===== config.mk =====
export PLATFORM = sky130hd
export DESIGN_NAME = threshold_divider
export DESIGN_NICKNAME = d
export VERILOG_FILES = /design/src/rtl/td_pkg.sv /design/src/rtl/td_threshold_ladder.sv /design/src/rtl/td_unit_bank.sv /design/src/rtl/td_fire_counter.sv /design/src/rtl/threshold_divider.sv
export SDC_FILE = /design/constraint.sdc
export NUM_CORES = 1
export LEC_CHECK = 0
export BUFFER_PORTS_ARGS = -buffer_cell sky130_fd_sc_hd__buf_2
export CORE_ASPECT_RATIO = 0.75
export CORE_MARGIN = 10
export CORE_UTILIZATION = 50
export DETAILED_ROUTE_END_ITERATION = 12
export GPL_ROUTABILITY_DRIVEN = 0
export PLACE_DENSITY = 0.65
export SKIP_LAST_GASP = 1
export SLEW_MARGIN = 10
export SYNTH_ARGS = -nofsm -noshare
export SYNTH_HDL_FRONTEND = slang
export SYNTH_SLANG_ARGS = --single-unit

===== constraint.sdc =====
create_clock -name clk -period 15.65 [get_ports clk]
set_input_delay 0.7825 -clock clk [delete_from_list [all_inputs] [get_ports clk]]
set_output_delay 0.7825 -clock clk [all_outputs]
set_load 0.02 [all_outputs]

===== src/rtl/td_pkg.sv =====
package td_pkg;

    typedef enum logic [1:0] {
        ST_IDLE = 2'd0,
        ST_DEN  = 2'd1,
        ST_NUM  = 2'd2,
        ST_DONE = 2'd3
    } td_state_e;

endpackage


===== src/rtl/td_threshold_ladder.sv =====
module td_threshold_ladder #(
    parameter int THETA_W = 6,
    parameter int SUM_W   = 10,
    parameter int UNITS   = 16
) (
    input  logic [THETA_W-1:0] theta,
    output logic [SUM_W-1:0]   rung [UNITS]
);

    // rung[g] holds (g+1)*theta, built by chained addition
    assign rung[0] = SUM_W'(theta);

    for (genvar g = 1; g < UNITS; g++) begin : g_rung
        assign rung[g] = rung[g-1] + SUM_W'(theta);
    end

endmodule


===== src/rtl/td_unit_bank.sv =====
module td_unit_bank #(
    parameter int DATA_W = 8,
    parameter int SUM_W  = 10,
    parameter int UNITS  = 16
) (
    input  logic              clk,
    input  logic              rst_n,
    input  logic [DATA_W-1:0] sample,
    input  logic [SUM_W-1:0]  rung [UNITS],
    output logic [UNITS-1:0]  fire
);

    for (genvar g = 0; g < UNITS; g++) begin : g_unit
        assign fire[g] = SUM_W'(sample) >= rung[g];
    end


    thermo_chk: assert property (@(posedge clk) disable iff (!rst_n)
        (fire & (fire + UNITS'(1))) == '0);

endmodule


===== src/rtl/td_fire_counter.sv =====
module td_fire_counter #(
    parameter int UNITS = 16,
    parameter int CNT_W = 5
) (
    input  logic [UNITS-1:0] fire,
    output logic [CNT_W-1:0] count
);

    always_comb begin
        count = '0;
        for (int k = 0; k < UNITS; k++) begin
            count = count + CNT_W'(fire[k]);
        end
    end

endmodule


===== src/rtl/threshold_divider.sv =====
module threshold_divider #(
    parameter int DATA_W      = 8,
    parameter int STEPS_LOG2  = 2,
    parameter int LEVELS_LOG2 = 2
) (
    input  logic                  clk,
    input  logic                  rst_n,
    input  logic                  start,
    input  logic                  in_valid,
    input  logic                  in_phase,
    input  logic [DATA_W-1:0]     in_data,
    output logic                  done,
    output logic [STEPS_LOG2:0]   quotient,
    output logic                  div_zero
);
    import td_pkg::*;

    localparam int STEPS   = 1 << STEPS_LOG2;
    localparam int SHIFT   = STEPS_LOG2 + LEVELS_LOG2;
    localparam int UNITS   = 1 << SHIFT;
    localparam int SUM_W   = DATA_W + STEPS_LOG2;
    localparam int THETA_W = SUM_W - SHIFT;
    localparam int POP_W   = SHIFT + 1;
    localparam int ACC_W   = STEPS_LOG2 + SHIFT + 1;
    localparam int Q_W     = STEPS_LOG2 + 1;
    localparam int STEP_W  = STEPS_LOG2;

    td_state_e           state, state_nx;
    logic [STEP_W-1:0]   step_cnt;
    logic [SUM_W-1:0]    den_sum;
    logic [ACC_W-1:0]    fire_acc;
    logic [ACC_W-1:0]    acc_next;
    logic [THETA_W-1:0]  theta;
    logic [SUM_W-1:0]    rung [UNITS];
    logic [UNITS-1:0]    fire;
    logic [POP_W-1:0]    pop;
    logic                last_step;
    logic                den_take;
    logic                num_take;
    logic                theta_zero;

    assign theta      = den_sum[SUM_W-1:SHIFT];
    assign theta_zero = (theta == '0);
    assign last_step  = (step_cnt == STEP_W'(STEPS - 1));
    assign den_take   = (state == ST_DEN) && in_valid && !in_phase && !start;
    assign num_take   = (state == ST_NUM) && in_valid &&  in_phase && !start;
    assign acc_next   = fire_acc + ACC_W'(pop);

    td_threshold_ladder #(
        .THETA_W (THETA_W),
        .SUM_W   (SUM_W),
        .UNITS   (UNITS)
    ) u_ladder (
        .theta (theta),
        .rung  (rung)
    );

    td_unit_bank #(
        .DATA_W (DATA_W),
        .SUM_W  (SUM_W),
        .UNITS  (UNITS)
    ) u_bank (
        .clk    (clk),
        .rst_n  (rst_n),
        .sample (in_data),
        .rung   (rung),
        .fire   (fire)
    );

    td_fire_counter #(
        .UNITS (UNITS),
        .CNT_W (POP_W)
    ) u_count (
        .fire  (fire),
        .count (pop)
    );

    // state register
    always_ff @(posedge clk or negedge rst_n) begin
        if (!rst_n) state <= ST_IDLE;
        else        state <= state_nx;
    end

    // transitions
    always_comb begin
        state_nx = state;
        if (start) begin
            state_nx = ST_DEN;
        end else begin
            unique case (state)
                ST_IDLE: state_nx = ST_IDLE;
                ST_DEN:  if (den_take && last_step) state_nx = ST_NUM;
                ST_NUM:  if (num_take && last_step) state_nx = ST_DONE;
                ST_DONE: state_nx = ST_IDLE;
                default: state_nx = ST_IDLE;
            endcase
        end
    end

    // datapath and outputs
    always_ff @(posedge clk or negedge rst_n) begin
        if (!rst_n) begin
            step_cnt <= '0;
            den_sum  <= '0;
            fire_acc <= '0;
            quotient <= '0;
            div_zero <= 1'b0;
            done     <= 1'b0;
        end else begin
            done <= num_take && last_step;
            if (start) begin
                step_cnt <= '0;
                den_sum  <= '0;
                fire_acc <= '0;
            end else if (den_take) begin
                den_sum  <= den_sum + SUM_W'(in_data);
                step_cnt <= step_cnt + STEP_W'(1);
            end else if (num_take) begin
                fire_acc <= acc_next;
                step_cnt <= step_cnt + STEP_W'(1);
                if (last_step) begin
                    div_zero <= theta_zero;
                    quotient <= theta_zero ? '1 : acc_next[ACC_W-1:SHIFT];
                end
            end
        end
    end


    done_pulse_chk: assert property (@(posedge clk) disable iff (!rst_n)
        done |=> !done);


    done_origin_chk: assert property (@(posedge clk) disable iff (!rst_n)
        done |-> state == ST_DONE);


    result_hold_chk: assert property (@(posedge clk) disable iff (!rst_n)
        !done |-> ($stable(quotient) && $stable(div_zero)));


    saturate_chk: assert property (@(posedge clk) disable iff (!rst_n)
        (done && div_zero) |-> (quotient == '1));


    q_range_chk: assert property (@(posedge clk) disable iff (!rst_n)
        (done && !div_zero) |-> (quotient <= Q_W'(STEPS)));


    theta_frozen_chk: assert property (@(posedge clk) disable iff (!rst_n)
        (state == ST_NUM && !start) |=> $stable(den_sum));

endmodule


==> results of run 1 <==
[flip-flops by register name (all words and copies together) (netlist names)]
register	flops
den_sum	10
div_zero	1
done	1
fire_acc	7
quotient	3
state	2
step_cnt	2
[worst reg2reg max path: cells and delay by family, from the launching register on]
family                   cells  cell delay (ns)
adder cells (fa/ha/maj)     21             8.25
XOR/XNOR                    11             2.28
AO/OA/AOI/OAI               10             1.69
AND/OR/NAND/NOR              9             1.40
buffers and inverters        6             0.53
flip-flops                   1             0.47
[synthesized netlist by cell type, drive strengths merged, types with 3 or more instances]
| master | number | share of area |
|---|---|---|
| or3 | 7 | 0.0060 |
| a21o | 64 | 0.059 |
| buf | 5 | 0.0046 |
| mux2i | 9 | 0.012 |
| dfrtp | 26 | 0.080 |
| nand2b | 29 | 0.022 |
| o211ai | 8 | 0.0074 |
| a21oi | 103 | 0.063 |
| nor3 | 16 | 0.011 |
| or2 | 9 | 0.0069 |
| clkbuf | 8 | 0.0037 |
| a31oi | 5 | 0.0039 |
| inv | 103 | 0.048 |
| o31a | 3 | 0.0032 |
| a31o | 5 | 0.0054 |
| nor2b | 42 | 0.032 |
| o21ai | 57 | 0.035 |
| and3 | 7 | 0.0054 |
| o21bai | 12 | 0.011 |
| nor3b | 5 | 0.0046 |
| nand2 | 47 | 0.022 |
| nand3 | 15 | 0.0092 |
| fa | 19 | 0.047 |
| ha | 187 | 0.29 |
| xor2 | 32 | 0.038 |
| xnor3 | 4 | 0.011 |
| nor4 | 3 | 0.0023 |
| and2 | 4 | 0.0031 |
| nor2 | 51 | 0.024 |
| o21a | 8 | 0.0075 |
| a211oi | 11 | 0.010 |
| xnor2 | 65 | 0.070 |
[repair_timing]
item	4_1_cts	5_1_grt
resized for setup	0	16
endpoints found under the setup margin	0	8
buffers inserted	0	2
[worst paths after layout]
kind	start	slack, ns	end
min reg2reg	div_zero	0.52	div_zero
max reg2reg	den_sum[4]	0.96	fire_acc[6]
min in group clk	div_zero	0.52	div_zero
max	den_sum[4]	0.96	fire_acc[6]
min	rst_n	0.52	den_sum[0]
max in group asynchronous	rst_n	14.69	den_sum[4]
[area by class of cell]
cell class,instances,area [sq um]
Clock buffer,4,88.8
Inverter,104,409
Sequential cell,26,653
Timing Repair Buffer,28,168
Multi-Input combinational cell,859,7050
Fill cell,1516,7330
Tap cell,210,263
[cell families after synthesis]
group           after synthesis  share of synthesized area
flops                        26                     0.0801
fa+ha+maj                   207                      0.336
buf+inv                     117                     0.0582
mux                          11                     0.0143
xor+xnor                    102                      0.123
simple gates                243                      0.157
compound gates              296                      0.232
[power by group through the flow]
stage	registers [uW]	logic [uW]	clock network, uW
CTS	81.5	1320	66.3
floorplan	83.4	1040	0
detailed placement	82.8	1310	0
global route	82.7	1560	69.9
finish	81.7	1340	65.6
global placement	82.7	1270	0
[per-layer routing]
| layer | vias up | track usage | routed length (microns) |
|---|---|---|---|
| met2 | 112 | 0.275 | 8050 |
| met1 | 3167 | 0.286 | 11400 |
| met5 | - | 0 | 0 |
| met4 | 0 | 0.0260 | 206 |
| li1 | 3596 | - | - |
| met3 | 16 | 0.0212 | 741 |
[metrics by stage]
step	setup slack (ns)	util	power [uW]	hold WS [ns]
after CTS	0.516	0.536	1470	0.522
after floorplan	1.72	-	1120	0.487
final	0.959	0.541	1480	0.518
after detailed placement	0.613	0.531	1390	0.504
after global routing	0.00314	0.541	1710	0.559
after global placement	0.822	0.531	1350	0.491
==> qor.log, run 1 <==
[pwr] P_leak 0.00440 uW
[worst_setup_path] worst-path cell with the longest stage delay sky130_fd_sc_hd__fa_1
[worst_setup_path] kind of start point of the critical path register
[sta] setup TNS 0 ns
[worst_setup_path] cell type with the highest occurrence count on the critical path sky130_fd_sc_hd__ha_1
[floorplanning] Die Wd 167 microns
[synthesis] synthesized flop and latch total 26
[cts] Hold Buf Count CTS 0
[cts] number of H-tree levels 1
[floorplanning] I/O pin total 18
[worst_setup_path] Setup CP Type reg -> reg
[worst_setup_path] number of buffers and inverters on the critical path 6
[cells_and_area] post-route design area 8630 sq um
[pwr] power density over cell area 172 nW/um^2
[pwr] power share of the clock group 0.044
[floorplanning] Std-Cell Core Area 16000 sq um
[global_route] pin count of the biggest net entering global routing 27
[pwr] maximum vdd drop 0.190 mV
[worst_setup_path] CP arrival 14.87 ns
[cells_and_area] Layout Nets 1241
[drt] wire length per cell 16.5 microns
[cts] Clock Path Buffers 2
[worst_setup_path] data required time at the worst endpoint 15.83 ns
[min_path] class of the tightest hold or removal check in -> async
[cts] CTS tree yes
[synthesis] sequential cell area fraction in the yosys report 0.0801
[worst_setup_path] FF-to-FF path depth 57
[synthesis] Cell Area, Synth 8120 sq um
[worst_setup_path] CP top delay family adder cells
[pwr] share of power burned in combinational logic 0.901
[synthesis] prevailing post-synth register cell sky130_fd_sc_hd__dfrtp_1
[placement] total placed cells including tap cells 1225
[drt] number of nets with antenna violations after detailed routing 0
[worst_setup_path] maximum cell stage delay along the critical path 0.54 ns
[run_status] status complete, no violations
[floorplanning] number of rows created at floorplan 40
[drt] total detailed-routing wirelength 20400 microns
[global_route] initial antenna violation count 0
[global_route] grt total ovfl 0
[sta] Tightest Pin Transition 0.930 ns
[cts] Clk pin slew, worst setup/hold paths 0.07 ns
[sta] achievable clock frequency 0.0681 GHz
[synthesis] Yosys Warn Count 0
[cts] clock latency at the later pin of the worst-skew pair 0.27 ns
[synthesis] count of different cell masters after synthesis 71
[cells_and_area] count of inserted antenna diode cells 0
[synthesis] Synth async-reset ratio 1.00
[pwr] sequential share of power 0.055
[global_route] wire length of the first global-routing pass 34000 microns
[flow_run] number of maximum-capacitance violations 0
[floorplanning] die outline height 130 microns
[cells_and_area] Layout area overhead 6.27%
[synthesis] Mapped Nets 1221
[cts] root cell of the clock tree sky130_fd_sc_hd__clkbuf_16
[floorplanning] full die area 21800 sq um
[pwr] net load switching power 765 uW
[drt] DRC 0
[placement] area after detailed placement 8470 sq um
[placement] input/output buffers 17
[drt] total number of vias 6891
[sta] relative max-transition margin 0.380
[global_route] total global-route track usage 0.186
[sta] final period utilization 0.939
[pwr] internal power 718 uW
[cells_and_area] leading cell type in the layout, fill and taps excluded sky130_fd_sc_hd__ha_1
[cts] CTS buffer count 3
[worst_setup_path] type of element capturing the critical path register
[placement] detailed-placement wirelength estimate 16500 microns
[cells_and_area] highest-count cells in the layout ignoring fill and taps sky130_fd_sc_hd__ha_1, sky130_fd_sc_hd__a21oi_1, sky130_fd_sc_hd__inv_1
[sta] final number of hold-violating endpoints 0
[sta] Final Max Tran Viols 0
[drt] initial detailed-routing violation count 354
[synthesis] mean area per synthesized cell 8.11 sq um
[drt] DR vias/cell 5.60
[worst_setup_path] highest net fanout along the worst path 7
[pwr] Sw Ratio 0.516
[synthesis] EDFF count, synth 0
[sta] final setup vio count 0
[sta] setup repair after global routing missed its margin no
[drt] DRT Pass-1 Iters 5
[synthesis] cell count after synthesis 1002
[sta] final period demand of the worst path 14.69 ns
[global_route] vias in the first global route 6522
[floorplanning] effective utilization at floorplan 0.509
[worst_setup_path] critical path depth in cells 57
[cells_and_area] fraction of final layout cells sized beyond drive strength 1 0.0744
[cells_and_area] post-layout instance count excluding filler cells 1231
[sta] setup skew after layout 0.00834 ns
[cts] number of clock sinks 26
Power figures use the tool's default switching activity.
==> run 2: changes to the inputs <==
--- a/config.mk
+++ b/config.mk
@@ -6,12 +6,14 @@
 export NUM_CORES = 1
 export LEC_CHECK = 0
 export BUFFER_PORTS_ARGS = -buffer_cell sky130_fd_sc_hd__buf_2
+export CELL_PAD_IN_SITES_DETAIL_PLACEMENT = 0
+export CELL_PAD_IN_SITES_GLOBAL_PLACEMENT = 2
 export CORE_ASPECT_RATIO = 0.75
 export CORE_MARGIN = 10
-export CORE_UTILIZATION = 50
+export CORE_UTILIZATION = 41
 export DETAILED_ROUTE_END_ITERATION = 12
 export GPL_ROUTABILITY_DRIVEN = 0
-export PLACE_DENSITY = 0.65
+export PLACE_DENSITY = 0.83
 export SKIP_LAST_GASP = 1
 export SLEW_MARGIN = 10
 export SYNTH_ARGS = -nofsm -noshare
==> run 2 against run 1 <==
Against the previous run:
- sequential cell count is the same
- utilization shrank 9.0 points
- first-iteration DRC count grew 16%
- critical path type unchanged
==> qor.log, run 2 (synthesis results as in run 1) <==
[global_route] wire length of the first global-routing pass 35400 microns [was 34000 microns]
[pwr] power share of the clock group 0.053 [was 0.044]
[cells_and_area] post-layout instance count excluding filler cells 1277 [was 1231]
[worst_setup_path] data required time at the worst endpoint 15.84 ns [was 15.83 ns]
[pwr] power density over cell area 171 nW/um^2 [was 172 nW/um^2]
[pwr] Sw Ratio 0.508 [was 0.516]
[pwr] maximum vdd drop 0.197 mV [was 0.190 mV]
[worst_setup_path] Setup CP Type reg -> reg [unchanged]
[drt] initial detailed-routing violation count 411 [was 354]
[placement] pre-CTS setup slack 0.403 ns [was 0.613 ns]
[floorplanning] I/O pin total 18 [unchanged]
[floorplanning] die outline height 142 microns [was 130 microns]
[worst_setup_path] maximum cell stage delay along the critical path 0.54 ns [about the same]
[sta] final period utilization 0.935 [was 0.939]
[cells_and_area] leading cell type in the layout, fill and taps excluded sky130_fd_sc_hd__ha_1 [unchanged]
[drt] total detailed-routing wirelength 21500 microns [was 20400 microns]
[sta] setup skew after layout 0.0121 ns [was 0.00834 ns]
[cells_and_area] highest-count cells in the layout ignoring fill and taps sky130_fd_sc_hd__ha_1, sky130_fd_sc_hd__a21oi_1, sky130_fd_sc_hd__inv_1 [unchanged]
[global_route] initial antenna violation count 0 [unchanged]
[sta] final setup vio count 0 [unchanged]
[sta] relative max-transition margin 0.380 [about the same]
[cells_and_area] Largest Register den_sum [unchanged]
[cells_and_area] number of fill cells in the layout 1996 [was 1516]
[cts] root cell of the clock tree sky130_fd_sc_hd__clkbuf_16 [unchanged]
[cts] number of clock sinks 26 [unchanged]
[cts] number of H-tree levels 1 [unchanged]
[floorplanning] number of rows created at floorplan 44 [was 40]
[worst_setup_path] highest net fanout along the worst path 7 [unchanged]
[cells_and_area] post-route design area 8760 sq um [was 8630 sq um]
[worst_setup_path] r2r startpoint den_sum[5] [was den_sum[4]]
[cts] Clk pin slew, worst setup/hold paths 0.08 ns [was 0.07 ns]
[cts] CTS tree yes [unchanged]
[cells_and_area] count of inserted antenna diode cells 0 [unchanged]
[min_path] Hold Path Origin div_zero
[sta] slack of the critical path 1.02 ns [was 0.959 ns]
[worst_setup_path] kind of start point of the critical path register [unchanged]
[worst_setup_path] FF-to-FF path depth 57 [unchanged]
[cells_and_area] Largest regs den_sum x10, fire_acc x7, quotient x3 [unchanged]
[drt] total number of vias 6754 [was 6891]
[sta] final number of hold-violating endpoints 0 [unchanged]
[sta] Final Max Tran Viols 0 [unchanged]
[worst_setup_path] CP arrival 14.83 ns [was 14.87 ns]
[global_route] vias in the first global route 6464 [was 6522]
[global_route] total global-route track usage 0.166 [was 0.186]
[worst_setup_path] reg2reg setup slack 1.02 ns [was 0.96 ns]
[cts] CTS buffer count 3 [unchanged]
[sta] setup repair after global routing missed its margin no [unchanged]
[floorplanning] full die area 25900 sq um [was 21800 sq um]
[floorplanning] Std-Cell Core Area 19400 sq um [was 16000 sq um]
[drt] DR vias/cell 5.29 [was 5.60]
[cts] clock latency at the later pin of the worst-skew pair 0.28 ns [was 0.27 ns]
[sta] setup TNS 0 ns [unchanged]
[worst_setup_path] worst-path cell with the longest stage delay sky130_fd_sc_hd__fa_1 [unchanged]
[cells_and_area] fraction of final layout cells sized beyond drive strength 1 0.0791 [was 0.0744]
[flow_run] number of maximum-capacitance violations 0 [unchanged]
[pwr] net load switching power 761 uW [was 765 uW]
[global_route] grt total ovfl 0 [unchanged]
[pwr] sequential share of power 0.055 [about the same]
[cells_and_area] Layout area overhead 7.85% [was 6.27%]
[min_path] worst hold path depth 1
[min_path] class of the tightest hold or removal check reg -> reg [was in -> async]
[pwr] P_leak 0.00444 uW [was 0.00440 uW]
[global_route] pin count of the biggest net entering global routing 27 [unchanged]
[worst_setup_path] type of element capturing the critical path register [unchanged]
[drt] wire length per cell 16.8 microns [was 16.5 microns]
[drt] number of nets with antenna violations after detailed routing 0 [unchanged]
[sta] final period demand of the worst path 14.63 ns [was 14.69 ns]
[sta] Tightest Pin Transition 0.930 ns [about the same]
[worst_setup_path] cell type with the highest occurrence count on the critical path sky130_fd_sc_hd__ha_1 [unchanged]
[run_status] status complete, no violations [unchanged]
[cells_and_area] Layout Nets 1244 [was 1241]
[floorplanning] Die Wd 183 microns [was 167 microns]
[floorplanning] effective utilization at floorplan 0.418 [was 0.509]
[placement] detailed-placement wirelength estimate 17500 microns [was 16500 microns]
[cts] Clock Path Buffers 2 [unchanged]
[placement] input/output buffers 17 [unchanged]
[pwr] internal power 738 uW [was 718 uW]
[placement] total placed cells including tap cells 1267 [was 1225]
[worst_setup_path] R2R Path End fire_acc[6] [unchanged]
[min_path] Worst Hold Endpoint div_zero
[drt] DRT Pass-1 Iters 4 [was 5]
[drt] DRC 0 [unchanged]
[placement] area after detailed placement 8520 sq um [was 8470 sq um]
[cells_and_area] max reg flops 10 [unchanged]
[pwr] share of power burned in combinational logic 0.892 [was 0.901]
[cts] Hold Buf Count CTS 0 [unchanged]
[sta] achievable clock frequency 0.0683 GHz [was 0.0681 GHz]
==> run 2: changes by cell type in the layout (fill, tap and decap cells not counted), sizes merged <==
cell,before,now
bufinv,0,1
buf,28,31
clkbuf,4,3
==> run 2: worst max-delay path by stage <==
stage               start           to  slack, ns  cells past startpoint
4_1_cts        den_sum[5]  quotient[1]       0.35                     59
5_1_grt        den_sum[7]  fire_acc[6]       0.08                     56
3_5_place_dp   den_sum[5]  quotient[1]       0.40                     59
3_3_place_gp   den_sum[5]  quotient[1]       0.69                     60
6_report       den_sum[5]  fire_acc[6]       1.02                     57
2_1_floorplan  den_sum[5]  quotient[1]       1.72                     59
==> run 2: power by group through the flow <==
stage	clock network (uW)	registers, uW	logic (uW)
floorplan	0	83.4	1040
global placement	0	84.0	1290
global route	83.5	83.4	1570
CTS	79.5	82.9	1310
detailed placement	0	84.3	1300
finish	79.4	82.2	1340
==> run 2: routing by layer <==
metal,track usage,up-vias,share of wire
met2,0.225,99,0.37
li1,-,3604,-
met3,0.0236,6,0.043
met4,0.0120,0,0.0051
met1,0.271,3045,0.58
met5,0,-,0
==> run 2: layout make-up <==
type | count | area [sq um] | share of cell area
clock buffer | 3 | 75.1 | 0.00857
sequential | 26 | 656 | 0.0748
timing repair buffer | 31 | 203 | 0.0231
inverter | 104 | 409 | 0.0467
clock inverter | 1 | 30.0 | 0.00343
multi-input combinational | 859 | 7070 | 0.807
tap | 253 | 317 | 0.0361
==> run 2: worst max-delay path: cells and delay by family, from the launching register on <==
| kind | cells | cell delay [ns] |
|---|---|---|
| buffers and inverters | 6 | 0.59 |
| flip-flops | 1 | 0.52 |
| AO/OA/AOI/OAI | 10 | 1.72 |
| AND/OR/NAND/NOR | 9 | 1.41 |
| adder cells (fa/ha/maj) | 21 | 8.14 |
| XOR/XNOR | 11 | 2.17 |
==> run 2: repair_timing <==
action                     CTS  global route
setup endpoints to repair    0             9
gates resized for setup      0            18
setup buffers                0             6
==> run 2: stage by stage <==
| step | power [uW] | hold WS (ns) | utilization |
|---|---|---|---|
| 5_1_grt | 1740 | 0.542 | 0.451 |
| 4_1_cts | 1470 | 0.511 | 0.444 |
| 3_5_place_dp | 1380 | 0.493 | 0.438 |
| 6_report | 1500 | 0.506 | 0.451 |
| 3_3_place_gp | 1370 | 0.486 | 0.438 |
| 2_1_floorplan | 1120 | 0.487 | - |
==> run 3: changes to the inputs <==
--- a/config.mk
+++ b/config.mk
@@ -5,15 +5,17 @@
 export SDC_FILE = /design/constraint.sdc
 export NUM_CORES = 1
 export LEC_CHECK = 0
+export ABC_AREA = 1
 export BUFFER_PORTS_ARGS = -buffer_cell sky130_fd_sc_hd__buf_2
 export CELL_PAD_IN_SITES_DETAIL_PLACEMENT = 0
 export CELL_PAD_IN_SITES_GLOBAL_PLACEMENT = 2
 export CORE_ASPECT_RATIO = 0.75
 export CORE_MARGIN = 10
-export CORE_UTILIZATION = 41
+export CORE_UTILIZATION = 38
 export DETAILED_ROUTE_END_ITERATION = 12
 export GPL_ROUTABILITY_DRIVEN = 0
-export PLACE_DENSITY = 0.83
+export PLACE_DENSITY = 0.82
+export REMOVE_ABC_BUFFERS = 1
 export SKIP_LAST_GASP = 1
 export SLEW_MARGIN = 10
 export SYNTH_ARGS = -nofsm -noshare
==> run 3 against run 2 <==
Against the previous run:
- setup slack got worse by 0.18 ns
- routed wire length rose by 8.0%
- clock-buffer cell count did not move
- critical path depth rose by 20
- first-iteration DRC count rose by 2.9%
- cell count rose by 20%
- hold slack got worse by 0.026 ns
- cell area rose by 8.0%
- sequential power rose by 3.5%
- fmax fell by 1.2%
- combinational power fell by 18%
- sequential cell count did not move
==> qor.log, run 3 <==
[cts] Clock Path Buffers 2 [unchanged]
[sta] final setup vio count 0 [unchanged]
[global_route] vias in the first global route 7057 [was 6464]
[sta] final period utilization 0.946 [was 0.935]
[drt] initial detailed-routing violation count 423 [was 411]
[floorplanning] Std-Cell Core Area 21200 sq um [was 19400 sq um]
[floorplanning] number of rows created at floorplan 46 [was 44]
[pwr] maximum vdd drop 0.0680 mV [was 0.197 mV]
[cells_and_area] number of fill cells in the layout 2238 [was 1996]
[placement] detailed-placement wirelength estimate 19100 microns [was 17500 microns]
[sta] Final Max Tran Viols 0 [unchanged]
[synthesis] most frequent cell after synthesis sky130_fd_sc_hd__nand2_1 [was sky130_fd_sc_hd__ha_1]
[worst_setup_path] highest net fanout along the worst path 5 [was 7]
[cells_and_area] Largest regs den_sum x10, fire_acc x7, quotient x3 [unchanged]
[synthesis] commonest cells in the netlist sky130_fd_sc_hd__nand2_1, sky130_fd_sc_hd__inv_1, sky130_fd_sc_hd__ha_1 [was sky130_fd_sc_hd__ha_1, sky130_fd_sc_hd__a21oi_1, sky130_fd_sc_hd__inv_1]
[worst_setup_path] Setup CP Type reg -> reg [unchanged]
[synthesis] prevailing post-synth register cell sky130_fd_sc_hd__dfrtp_1 [unchanged]
[drt] DRC 0 [unchanged]
[drt] total detailed-routing wirelength 23200 microns [was 21500 microns]
[worst_setup_path] cell type with the highest occurrence count on the critical path sky130_fd_sc_hd__inv_1 [was sky130_fd_sc_hd__ha_1]
[global_route] grt total ovfl 0 [unchanged]
[sta] final number of hold-violating endpoints 0 [unchanged]
[worst_setup_path] maximum cell stage delay along the critical path 0.62 ns [was 0.54 ns]
[drt] number of nets with antenna violations after detailed routing 0 [unchanged]
[synthesis] area share of the largest cell type after synthesis 0.285 [was 0.288]
[synthesis] EDFF count, synth 0 [unchanged]
[synthesis] leading area contributor after synthesis sky130_fd_sc_hd__ha_1 [unchanged]
[synthesis] synthesized flop and latch total 26 [unchanged]
[synthesis] count of different cell masters after synthesis 49 [was 71]
[cts] CTS buffer count 3 [unchanged]
[worst_setup_path] number of buffers and inverters on the critical path 20 [was 6]
[drt] total number of vias 7472 [was 6754]
[cells_and_area] leading cell type in the layout, fill and taps excluded sky130_fd_sc_hd__nand2_1 [was sky130_fd_sc_hd__ha_1]
[synthesis] Area contributors post-synth sky130_fd_sc_hd__ha_1, sky130_fd_sc_hd__nand2_1, sky130_fd_sc_hd__inv_1, sky130_fd_sc_hd__dfrtp_1, sky130_fd_sc_hd__a21oi_1 [was sky130_fd_sc_hd__ha_1, sky130_fd_sc_hd__dfrtp_1, sky130_fd_sc_hd__xnor2_1, sky130_fd_sc_hd__a21oi_1, sky130_fd_sc_hd__a21o_1]
[min_path] class of the tightest hold or removal check reg -> reg [unchanged]
[global_route] wire length of the first global-routing pass 37200 microns [was 35400 microns]
[cells_and_area] Largest Register den_sum [unchanged]
[cells_and_area] Layout area overhead 15.3% [was 7.85%]
[global_route] pin count of the biggest net entering global routing 27 [unchanged]
[min_path] Worst Hold Endpoint step_cnt[0] [was div_zero]
[worst_setup_path] kind of start point of the critical path register [unchanged]
[floorplanning] effective utilization at floorplan 0.388 [was 0.418]
[synthesis] sequential cell area fraction in the yosys report 0.0792 [was 0.0801]
[sta] setup TNS 0 ns [unchanged]
[cells_and_area] post-layout instance count excluding filler cells 1531 [was 1277]
[synthesis] Synth async-reset ratio 1.00 [unchanged]
[pwr] P_leak 0.00502 uW [was 0.00444 uW]
[cts] clock latency at the later pin of the worst-skew pair 0.27 ns [was 0.28 ns]
[worst_setup_path] type of element capturing the critical path register [unchanged]
[pwr] power density over cell area 133 nW/um^2 [was 171 nW/um^2]
[floorplanning] I/O pin total 18 [unchanged]
[cells_and_area] count of inserted antenna diode cells 0 [unchanged]
[worst_setup_path] FF-to-FF path depth 77 [was 57]
[cells_and_area] fraction of final layout cells sized beyond drive strength 1 0.182 [was 0.0791]
[cts] CTS tree yes [unchanged]
[worst_setup_path] CP arrival 14.95 ns [was 14.83 ns]
[sta] final period demand of the worst path 14.81 ns [was 14.63 ns]
[sta] relative max-transition margin 0.354 [was 0.380]
[worst_setup_path] data required time at the worst endpoint 15.79 ns [was 15.84 ns]
[cells_and_area] max reg flops 10 [unchanged]
[cts] number of clock sinks 26 [unchanged]
[run_status] status complete, no violations [unchanged]
[cts] number of H-tree levels 1 [unchanged]
[worst_setup_path] worst-path cell with the longest stage delay sky130_fd_sc_hd__fa_2 [was sky130_fd_sc_hd__fa_1]
[synthesis] cell count after synthesis 1180 [was 1002]
[sta] Tightest Pin Transition 0.969 ns [was 0.930 ns]
[synthesis] mean area per synthesized cell 6.96 sq um [was 8.11 sq um]
[drt] DR vias/cell 4.88 [was 5.29]
[sta] achievable clock frequency 0.0675 GHz [was 0.0683 GHz]
[global_route] total global-route track usage 0.163 [was 0.166]
[sta] setup skew after layout 0.00790 ns [was 0.0121 ns]
[synthesis] Yosys Warn Count 0 [unchanged]
[synthesis] Cell Area, Synth 8210 sq um [was 8120 sq um]
[global_route] initial antenna violation count 0 [unchanged]
[floorplanning] Die Wd 190 microns [was 183 microns]
[cells_and_area] Layout Nets 1463 [was 1244]
[drt] DRT Pass-1 Iters 5 [was 4]
[worst_setup_path] R2R Path End fire_acc[5] [was fire_acc[6]]
[placement] input/output buffers 17 [unchanged]
[drt] wire length per cell 15.2 microns [was 16.8 microns]
[min_path] Hold Path Origin step_cnt[0] [was div_zero]
[cts] Clk pin slew, worst setup/hold paths 0.07 ns [was 0.08 ns]
[cts] root cell of the clock tree sky130_fd_sc_hd__clkbuf_16 [unchanged]
[min_path] worst hold path depth 1 [unchanged]
[floorplanning] full die area 27900 sq um [was 25900 sq um]
[sta] minimum hold slack 0.480 ns [was 0.506 ns]
[worst_setup_path] reg2reg setup slack 0.84 ns [was 1.02 ns]
[floorplanning] die outline height 147 microns [was 142 microns]
[worst_setup_path] r2r startpoint den_sum[4] [was den_sum[5]]
[flow_run] number of maximum-capacitance violations 0 [unchanged]
[pwr] overall power after layout 1260 uW [was 1500 uW]
[cells_and_area] highest-count cells in the layout ignoring fill and taps sky130_fd_sc_hd__nand2_1, sky130_fd_sc_hd__inv_1, sky130_fd_sc_hd__ha_1 [was sky130_fd_sc_hd__ha_1, sky130_fd_sc_hd__a21oi_1, sky130_fd_sc_hd__inv_1]
[worst_setup_path] CP top delay family adder cells [unchanged]
[placement] total placed cells including tap cells 1517 [was 1267]
[run 3: worst max path at each step]
stage | startpoint | endpoint | slack (ns) | depth (start not counted)
after detailed placement | den_sum[4] | fire_acc[5] | 0.03 | 73
after CTS | den_sum[5] | quotient[1] | 0.02 | 81
after global placement | den_sum[4] | fire_acc[5] | 0.18 | 73
after global routing | den_sum[5] | quotient[1] | -0.07 | 78
final | den_sum[4] | fire_acc[5] | 0.84 | 77
after floorplan | den_sum[5] | fire_acc[5] | 1.02 | 85
[run 3: power by group]
part           switching, uW  internal, uW
logic                    620           479
registers               7.73          77.4
clock network           26.6          51.1
total                    654           608
[run 3: area by class of cell]
| class | instances | area (sq um) | area share |
|---|---|---|---|
| clock buffer | 3 | 75.1 | 0.00793 |
| multi-input combinational | 930 | 7090 | 0.749 |
| timing repair buffer | 63 | 434 | 0.0459 |
| clock inverter | 1 | 30.0 | 0.00317 |
| sequential | 26 | 652 | 0.0689 |
| tap | 288 | 360 | 0.0381 |
| inverter | 220 | 826 | 0.0873 |
[run 3: layer usage]
| layer | share of wire | GRT usage |
|---|---|---|
| met3 | 0.051 | 0.0213 |
| met5 | 0 | 0 |
| met1 | 0.56 | 0.264 |
| met2 | 0.38 | 0.222 |
| met4 | 0.011 | 0.0210 |
[run 3: kinds of logic (layout without fill, tap and decap cells)]
| group | after synthesis | count (layout) | synth area share |
|---|---|---|---|
| AOI/OAI and AO/OA | 207 | 207 | 0.146 |
| xor gates and xnor gates | 55 | 55 | 0.0587 |
| adders and majority gates | 206 | 206 | 0.331 |
| buffers and inverters | 224 | 287 | 0.103 |
| DFF | 26 | 26 | 0.0792 |
| and+or+nand+nor | 462 | 462 | 0.281 |
[run 3: metrics by stage]
| stage | area [sq um] | worst slack [ns] | util |
|---|---|---|---|
| 2_1_floorplan | 8190 | 1.02 | - |
| 3_3_place_gp | 8900 | 0.179 | 0.420 |
| 3_5_place_dp | 8900 | 0.0287 | 0.420 |
| 4_1_cts | 9030 | 0.0164 | 0.426 |
| 5_1_grt | 9460 | -0.0740 | 0.447 |
| 6_report | 9460 | 0.841 | 0.447 |
[run 3: what timing repair did]
| action | in CTS | in global routing |
|---|---|---|
| pin swaps | 0 | 21 |
| gates resized for setup | 3 | 76 |
| setup endpoints to repair | 2 | 9 |
| hold endpoints to repair | 0 | 0 |
| hold buffers | 0 | 0 |
| buffers inserted | 0 | 10 |
